==> src/rtl/pps_pkg.sv <==
package pps_pkg;
   localparam int SSC_W = 3;

   typedef enum logic [1:0] {
      DEF_PWRDN = 2'b00,
      DEF_HIZ   = 2'b01,
      DEF_LOW   = 2'b10,
      DEF_ON    = 2'b11
   } out_def_e;

   localparam logic [1:0] DFLT_DEF0   = 2'b01;
   localparam logic [1:0] DFLT_DEF1   = 2'b11;
   localparam logic [7:0] DFLT_SELTBL = 8'b0000_0010;

   function automatic logic [3:0] spread_quarters(input logic [SSC_W-1:0] code);
      return (code == 3'd7) ? 4'd8 : {1'b0, code};
   endfunction
endpackage

==> src/rtl/pps_sync.sv <==
module pps_sync #(
   parameter int WIDTH  = 3,
   parameter int STAGES = 2
) (
   input  logic             clk,
   input  logic             rst_n,
   input  logic [WIDTH-1:0] d_async,
   output logic [WIDTH-1:0] q_sync
);
   if (STAGES < 2) begin : g_bad_stages
      $error("pps_sync: STAGES must be at least 2");
   end

   logic [WIDTH-1:0] chain [STAGES];

   for (genvar s = 0; s < STAGES; s++) begin : g_stage
      always_ff @(posedge clk or negedge rst_n) begin
         if (!rst_n) chain[s] <= '0;
         else if (s == 0) chain[s] <= d_async;
         else chain[s] <= chain[(s == 0) ? 0 : s-1];
      end
   end

   assign q_sync = chain[STAGES-1];
endmodule

==> src/rtl/pps_preset_mux.sv <==
module pps_preset_mux
   import pps_pkg::*;
#(
   parameter int SEL_W = 3,
   localparam int NUM_PRESETS = 1 << SEL_W
) (
   input  logic [SEL_W-1:0]             idx,
   input  logic [NUM_PRESETS-1:0]       y1_sel_tbl,
   input  logic [NUM_PRESETS-1:0]       fs_tbl,
   input  logic [NUM_PRESETS*SSC_W-1:0] ssc_tbl,
   input  logic [NUM_PRESETS-1:0]       y23_sel_tbl,
   output logic                         y1_sel,
   output logic                         fs,
   output logic [SSC_W-1:0]             ssc,
   output logic                         y23_sel
);
   assign y1_sel  = y1_sel_tbl[idx];
   assign fs      = fs_tbl[idx];
   assign y23_sel = y23_sel_tbl[idx];
   assign ssc     = ssc_tbl[idx*SSC_W +: SSC_W];
endmodule

==> src/rtl/pps_state_decode.sv <==
module pps_state_decode
   import pps_pkg::*;
(
   input  logic       y1_sel,
   input  logic       y23_sel,
   input  logic [1:0] y1_def0,
   input  logic [1:0] y1_def1,
   input  logic [1:0] y23_def0,
   input  logic [1:0] y23_def1,
   input  logic       global_pd,
   output logic [1:0] y1_mode,
   output logic [1:0] y23_mode,
   output logic       pll_pd
);
   logic [1:0] y1_def, y23_def;
   logic       dev_pd;

   always_comb begin
      y1_def  = y1_sel  ? y1_def1  : y1_def0;
      y23_def = y23_sel ? y23_def1 : y23_def0;
      dev_pd  = global_pd || (y1_def == DEF_PWRDN) || (y23_def == DEF_PWRDN);
      pll_pd   = dev_pd;
      y1_mode  = dev_pd ? DEF_HIZ : y1_def;
      y23_mode = dev_pd ? DEF_HIZ : y23_def;
   end
endmodule

==> src/rtl/preset_pin_selector.sv <==
module preset_pin_selector
   import pps_pkg::*;
#(
   parameter int SEL_W       = 3,
   parameter int SYNC_STAGES = 2,
   localparam int NUM_PRESETS = 1 << SEL_W
) (
   input  logic                         clk,
   input  logic                         rst_n,
   input  logic [SEL_W-1:0]             sel_pins,
   input  logic                         bus_mode,
   input  logic                         global_pd,
   input  logic [NUM_PRESETS-1:0]       y1_sel_tbl,
   input  logic [NUM_PRESETS-1:0]       fs_tbl,
   input  logic [NUM_PRESETS*SSC_W-1:0] ssc_tbl,
   input  logic [NUM_PRESETS-1:0]       y23_sel_tbl,
   input  logic [1:0]                   y1_def0,
   input  logic [1:0]                   y1_def1,
   input  logic [1:0]                   y23_def0,
   input  logic [1:0]                   y23_def1,
   input  logic                         spread_center,
   output logic [1:0]                   y1_mode,
   output logic [1:0]                   y23_mode,
   output logic                         pll_pd,
   output logic                         freq_sel,
   output logic [SSC_W-1:0]             ssc_code,
   output logic [3:0]                   ssc_quarters,
   output logic                         ssc_center,
   output logic                         freq_changed
);
   if (SEL_W < 2) begin : g_bad_selw
      $error("preset_pin_selector: SEL_W must be at least 2");
   end

   logic [SEL_W-1:0] pins_s, idx;
   logic             p_y1_sel, p_fs, p_y23_sel;
   logic [SSC_W-1:0] p_ssc;
   logic [1:0]       d_y1, d_y23;
   logic             d_pd;

   pps_sync #(.WIDTH(SEL_W), .STAGES(SYNC_STAGES)) u_sync (
      .clk(clk), .rst_n(rst_n), .d_async(sel_pins), .q_sync(pins_s));

   // S1..S(n-1) read as zero while they carry the serial bus
   assign idx = bus_mode ? {{(SEL_W-1){1'b0}}, pins_s[0]} : pins_s;

   pps_preset_mux #(.SEL_W(SEL_W)) u_mux (
      .idx(idx), .y1_sel_tbl(y1_sel_tbl), .fs_tbl(fs_tbl), .ssc_tbl(ssc_tbl),
      .y23_sel_tbl(y23_sel_tbl), .y1_sel(p_y1_sel), .fs(p_fs), .ssc(p_ssc),
      .y23_sel(p_y23_sel));

   pps_state_decode u_dec (
      .y1_sel(p_y1_sel), .y23_sel(p_y23_sel), .y1_def0(y1_def0), .y1_def1(y1_def1),
      .y23_def0(y23_def0), .y23_def1(y23_def1), .global_pd(global_pd),
      .y1_mode(d_y1), .y23_mode(d_y23), .pll_pd(d_pd));

   always_ff @(posedge clk or negedge rst_n) begin
      if (!rst_n) begin
         y1_mode      <= DEF_HIZ;
         y23_mode     <= DEF_HIZ;
         pll_pd       <= 1'b1;
         freq_sel     <= 1'b0;
         ssc_code     <= '0;
         ssc_quarters <= '0;
         ssc_center   <= 1'b0;
         freq_changed <= 1'b0;
      end else begin
         y1_mode      <= d_y1;
         y23_mode     <= d_y23;
         pll_pd       <= d_pd;
         freq_sel     <= p_fs;
         ssc_code     <= p_ssc;
         ssc_quarters <= spread_quarters(p_ssc);
         ssc_center   <= spread_center;
         freq_changed <= (p_fs != freq_sel);
      end
   end

   assert_pd_override_R8: assert property (@(posedge clk) disable iff (!rst_n)
      global_pd |=> (pll_pd && y1_mode == DEF_HIZ && y23_mode == DEF_HIZ));

   assert_y1_mode_valid_R3: assert property (@(posedge clk) disable iff (!rst_n)
      y1_mode != DEF_PWRDN);

   assert_y23_mode_valid_R3: assert property (@(posedge clk) disable iff (!rst_n)
      y23_mode != DEF_PWRDN);

   assert_freq_pulse_R9: assert property (@(posedge clk) disable iff (!rst_n)
      freq_changed |-> (freq_sel != $past(freq_sel)));

   assert_pulse_single_R9: assert property (@(posedge clk) disable iff (!rst_n)
      freq_changed |=> (!freq_changed || freq_sel != $past(freq_sel)));

   assert_spread_zero_R6: assert property (@(posedge clk) disable iff (!rst_n)
      (ssc_code == '0) == (ssc_quarters == 4'd0));
endmodule

==> config.mk <==
export PLATFORM = sky130hd
export DESIGN_NAME = preset_pin_selector
export DESIGN_NICKNAME = d
export VERILOG_FILES = /design/src/rtl/pps_pkg.sv /design/src/rtl/pps_sync.sv /design/src/rtl/pps_preset_mux.sv /design/src/rtl/pps_state_decode.sv /design/src/rtl/preset_pin_selector.sv
export SDC_FILE = /design/constraint.sdc
export NUM_CORES = 1
export LEC_CHECK = 0
export ABC_AREA = 1
export BUFFER_PORTS_ARGS = -buffer_cell sky130_fd_sc_hd__clkbuf_2
export CAP_MARGIN = 20
export CORE_ASPECT_RATIO = 0.9
export CORE_UTILIZATION = 40
export CTS_CLUSTER_SIZE = 12
export DETAILED_ROUTE_END_ITERATION = 8
export MAX_ROUTING_LAYER = met4
export PLACE_DENSITY = 0.88
export SYNTH_ARGS = -nofsm -noshare
export SYNTH_HDL_FRONTEND = slang
export SYNTH_HIERARCHICAL = 1
export SYNTH_SLANG_ARGS = --single-unit
==> constraint.sdc <==
create_clock -name clk -period 1.4 [get_ports clk]
set_clock_uncertainty 0.05 [all_clocks]
set_input_delay 0.07 -clock clk [delete_from_list [all_inputs] [get_ports clk]]
set_output_delay 0.07 -clock clk [all_outputs]
set_load 0.05 [all_outputs]
==> results.tsv <==
stage	metric	value	unit
worst_setup_path	Crit path largest cell delay	0.46	ns
cells_and_area	share of cells above drive strength 1	44.6	%
cells_and_area	post-route design area	0.00219	sq mm
worst_setup_path	WP data arrival	1.72	ns
timing	fin crit period	1.56	ns
clock_network	CTS tree	yes	
place	Placement Cell Area	0.00191	sq mm
status	status	finished, violations left	
synthesis	cell area after synthesis	0.00145	sq mm
floorplan	Ports	79	
cells_and_area	Layout Cells excl Fill	380	
clock_network	clock transition at the registers of the reported paths	0.07	ns
clock_network	Num CTS Buffers	3	
worst_setup_path	WP buf/inv	4	
floorplan	initial core utilization	42.3	%
place	GPL Wtd Cong	0.857	
worst_setup_path	CP Max Fanout	6	
timing	Fin. Hold Viols	0	
hold_path	Tightest Hold Check Type	in -> reg	
synthesis	Post-Syn Instances	237	
cells_and_area	commonest non-fill, non-tap cell in the layout	clkbuf_2	
pwr	Overall Power	1.79	mW
cells_and_area	Filler Cell Count	317	
cells_and_area	antenna cells	0	
synthesis	Yosys reg bits	21	
worst_setup_path	Worst EP required	1.55	ns
route	vias per cell	4.57	
timing	worst slew pin tran	0.474	ns
cells_and_area	synth-to-layout area growth	50.9	%
pwr	pwr dens	819	mW/mm^2
synthesis	area leader, netlist	dfrtp_1	
floorplan	Die ar.	0.00387	sq mm
synthesis	main area contributors after synthesis	dfrtp_1 (31%), nand2_1 (24%), inv_1 (17%)	
synthesis	Mean Syn Cell Area	6.12	sq um
route	routed wire length per instance	10.4	um
place	Port Buf Inserts	78	
clock_network	H-tree depth	1	
worst_setup_path	CP top delay family	simple AND/OR/NAND/NOR gates	
route	DR vias	1737	
synthesis	sequential fraction of the synthesis area	36.5	%
timing	PnR worst setup slack	-0.165	ns
pwr	sequential share of power	38.5	%
clock_network	Worst-Skew Late Latency	0.25	ns
synthesis	Syn Nets	301	
pwr	Clk pwr share	21.4	%
pwr	Net Sw Frac	37.4	%
pwr	Sw Pwr	670	uW
route	total wire length	3.96	mm
synthesis	yosys warns	6	
timing	relative slew slack	68.4	%
pwr	Lkg Pwr	1.44	nW
cells_and_area	final core utilization	63.8	%
timing	f_max	0.639	GHz
global_route	vias in the first global route	1548	
worst_setup_path	reg2reg setup slack	-0.16	ns
worst_setup_path	crit end category	register	
timing	unrepaired setup endpoints after global routing	yes	
synthesis	top-area cell type share of the netlist area	31.1	%
pwr	Int Pwr	1.12	mW
global_route	first-pass GRT wire length	5.91	mm
cells_and_area	Layout Nets	401	
floorplan	Die Span Y	59.1	um
place	HPWL Detailed	2.97	mm
timing	final period utilization	112	%
worst_setup_path	Crit Path Class	reg -> reg	
timing	Max Slew Vio Count	0	
floorplan	Site Rows	20	
cells_and_area	area of the multi-input gates	667	sq um
floorplan	core area	0.00343	sq mm
global_route	initial antenna violation count	0	
pwr	VDD IR max	0.387	mV
synthesis	Netlist cell types	17	
pwr	combinational group share of total power	40.1	%
worst_setup_path	startpoint types	register	
worst_setup_path	Crit-path slowest cell	dfrtp_2	
cells_and_area	sequential standard cell area	531	sq um
global_route	All-Layer GR Usage	20.5	%
global_route	pin count of the biggest net entering global routing	22	
worst_setup_path	crit-path cells	clkinv_4 -> buf_6 -> nand2_2 -> nand3_2 -> nand2_1 -> nand2_1 -> nand2_4 -> inv_2 -> nand2_1 -> nand2_2 -> nand2_2 -> nand3_2 -> inv_2	
floorplan	Die Wd	65.5	um
clock_network	CTS Buffer Depth	2	
global_route	grt total ovfl	0	
cells_and_area	most frequent cells in the layout	clkbuf_2 (78), nand2_1 (75), inv_1 (60)	
route	drt first-iter violations	108	
route	first-pass detailed-route iteration total	4	
clock_network	clk root buf	clkbuf_8	
timing	final setup vio count	12	
status	failing checks	setup timing	
route	Post-DRT Antenna Nets	0	
run	max-cap violations	0	
clock_network	Sink Count	21	
place	placed cell count	361	
route	final routed DRC violation total	0	
## worst min-delay path, stage by stage
cell	delay, ns
clkbuf_2	0.08
inv_2	0.06
nand3_1	0.09
## synth_stat cells
cell type / count
inv_1: 64
o21ai_0: 2
dfstp_2: 3
nand4_1: 2
buf_4: 5
inv_2: 3
a21oi_1: 3
nor2_1: 3
clkinv_1: 2
nor2_2: 1
dfrtp_1: 18
nand2_2: 7
inv_4: 1
nand3_1: 26
buf_6: 3
nand2_1: 92
buf_2: 2
## kinds of logic after synthesis
logic type / count (synthesis) / share of synthesized area, %
flops: 21 / 36.5
compound gates: 5 / 1.73
simple gates: 131 / 37.9
buf+inv: 80 / 23.9
## cell type report
| class | count | share of cell area [%] |
|---|---|---|
| repair buffers | 105 | 28.4 |
| multi-input cells | 136 | 30.5 |
| flip-flops and latches | 21 | 24.2 |
| clock inverters | 1 | 0.229 |
| clock buffers | 3 | 1.89 |
| well taps | 44 | 2.52 |
| inverters | 70 | 12.2 |
## metrics by stage
stage               TNS [ns]  hold WS, ns  worst slack, ns
finish                 -1.32       0.0247           -0.165
global route           -2.25       0.0281           -0.242
CTS                   -0.448       0.0149           -0.107
detailed placement     -1.05      0.00453           -0.198
global placement      -0.535    -0.000569           -0.117
floorplan             -0.490       -0.276           -0.119
## layer usage
layer | share of wire (%) | global-route usage (%)
met4 | 0.73 | 6.21
met5 | 0 | -
met2 | 52 | 37.8
met1 | 41 | 22.3
met3 | 6.2 | 3.85
## flip-flops by register name, summed over array words and instances (netlist names)
register / cells
ssc_quarters: 4
freq_changed: 1
y23_mode: 2
ssc_center: 1
freq_sel: 1
ssc_code: 3
y1_mode: 2
u_sync/q_sync: 3
pll_pd: 1
u_sync/chain: 3
## power by group through the flow
stage               sequential, mW  combinational (mW)  clock, mW
floorplan                    0.874               0.252          0
global placement             0.701               0.612          0
detailed placement           0.702               0.626          0
CTS                          0.691               0.671      0.398
global route                 0.697               0.776      0.416
finish                       0.691               0.719      0.383
## timing repair
| action | 4_1_cts | 5_1_grt |
|---|---|---|
| setup buffers | 4 | 5 |
| hold buffers | 5 | 0 |
| resized for setup | 17 | 22 |
| endpoints found under the setup margin | 10 | 11 |
| gates cloned | 1 | 0 |
| pin swaps | 12 | 17 |
| hold endpoints to repair | 22 | 0 |
## path summary, 6_finish.rpt
| check | from | end | cells after the start |
|---|---|---|---|
| max in group asynchronous | rst_n | u_sync/q_sync[0]$_DFF_PN0_ | 2 |
| worst max-delay path | u_sync/q_sync[0]$_DFF_PN0_ | y1_mode[1]$_DFF_PN0_ | 13 |
| min in group asynchronous | rst_n | ssc_code[1]$_DFF_PN0_ | 2 |
| worst min-delay path | global_pd | pll_pd$_DFF_PN1_ | 3 |
| worst min register to register | u_sync/chain[4]$_DFF_PN0_ | u_sync/q_sync[1]$_DFF_PN0_ | 0 |
| worst max register to register | u_sync/q_sync[0]$_DFF_PN0_ | y1_mode[1]$_DFF_PN0_ | 13 |
Power figures use the tool's default switching activity.
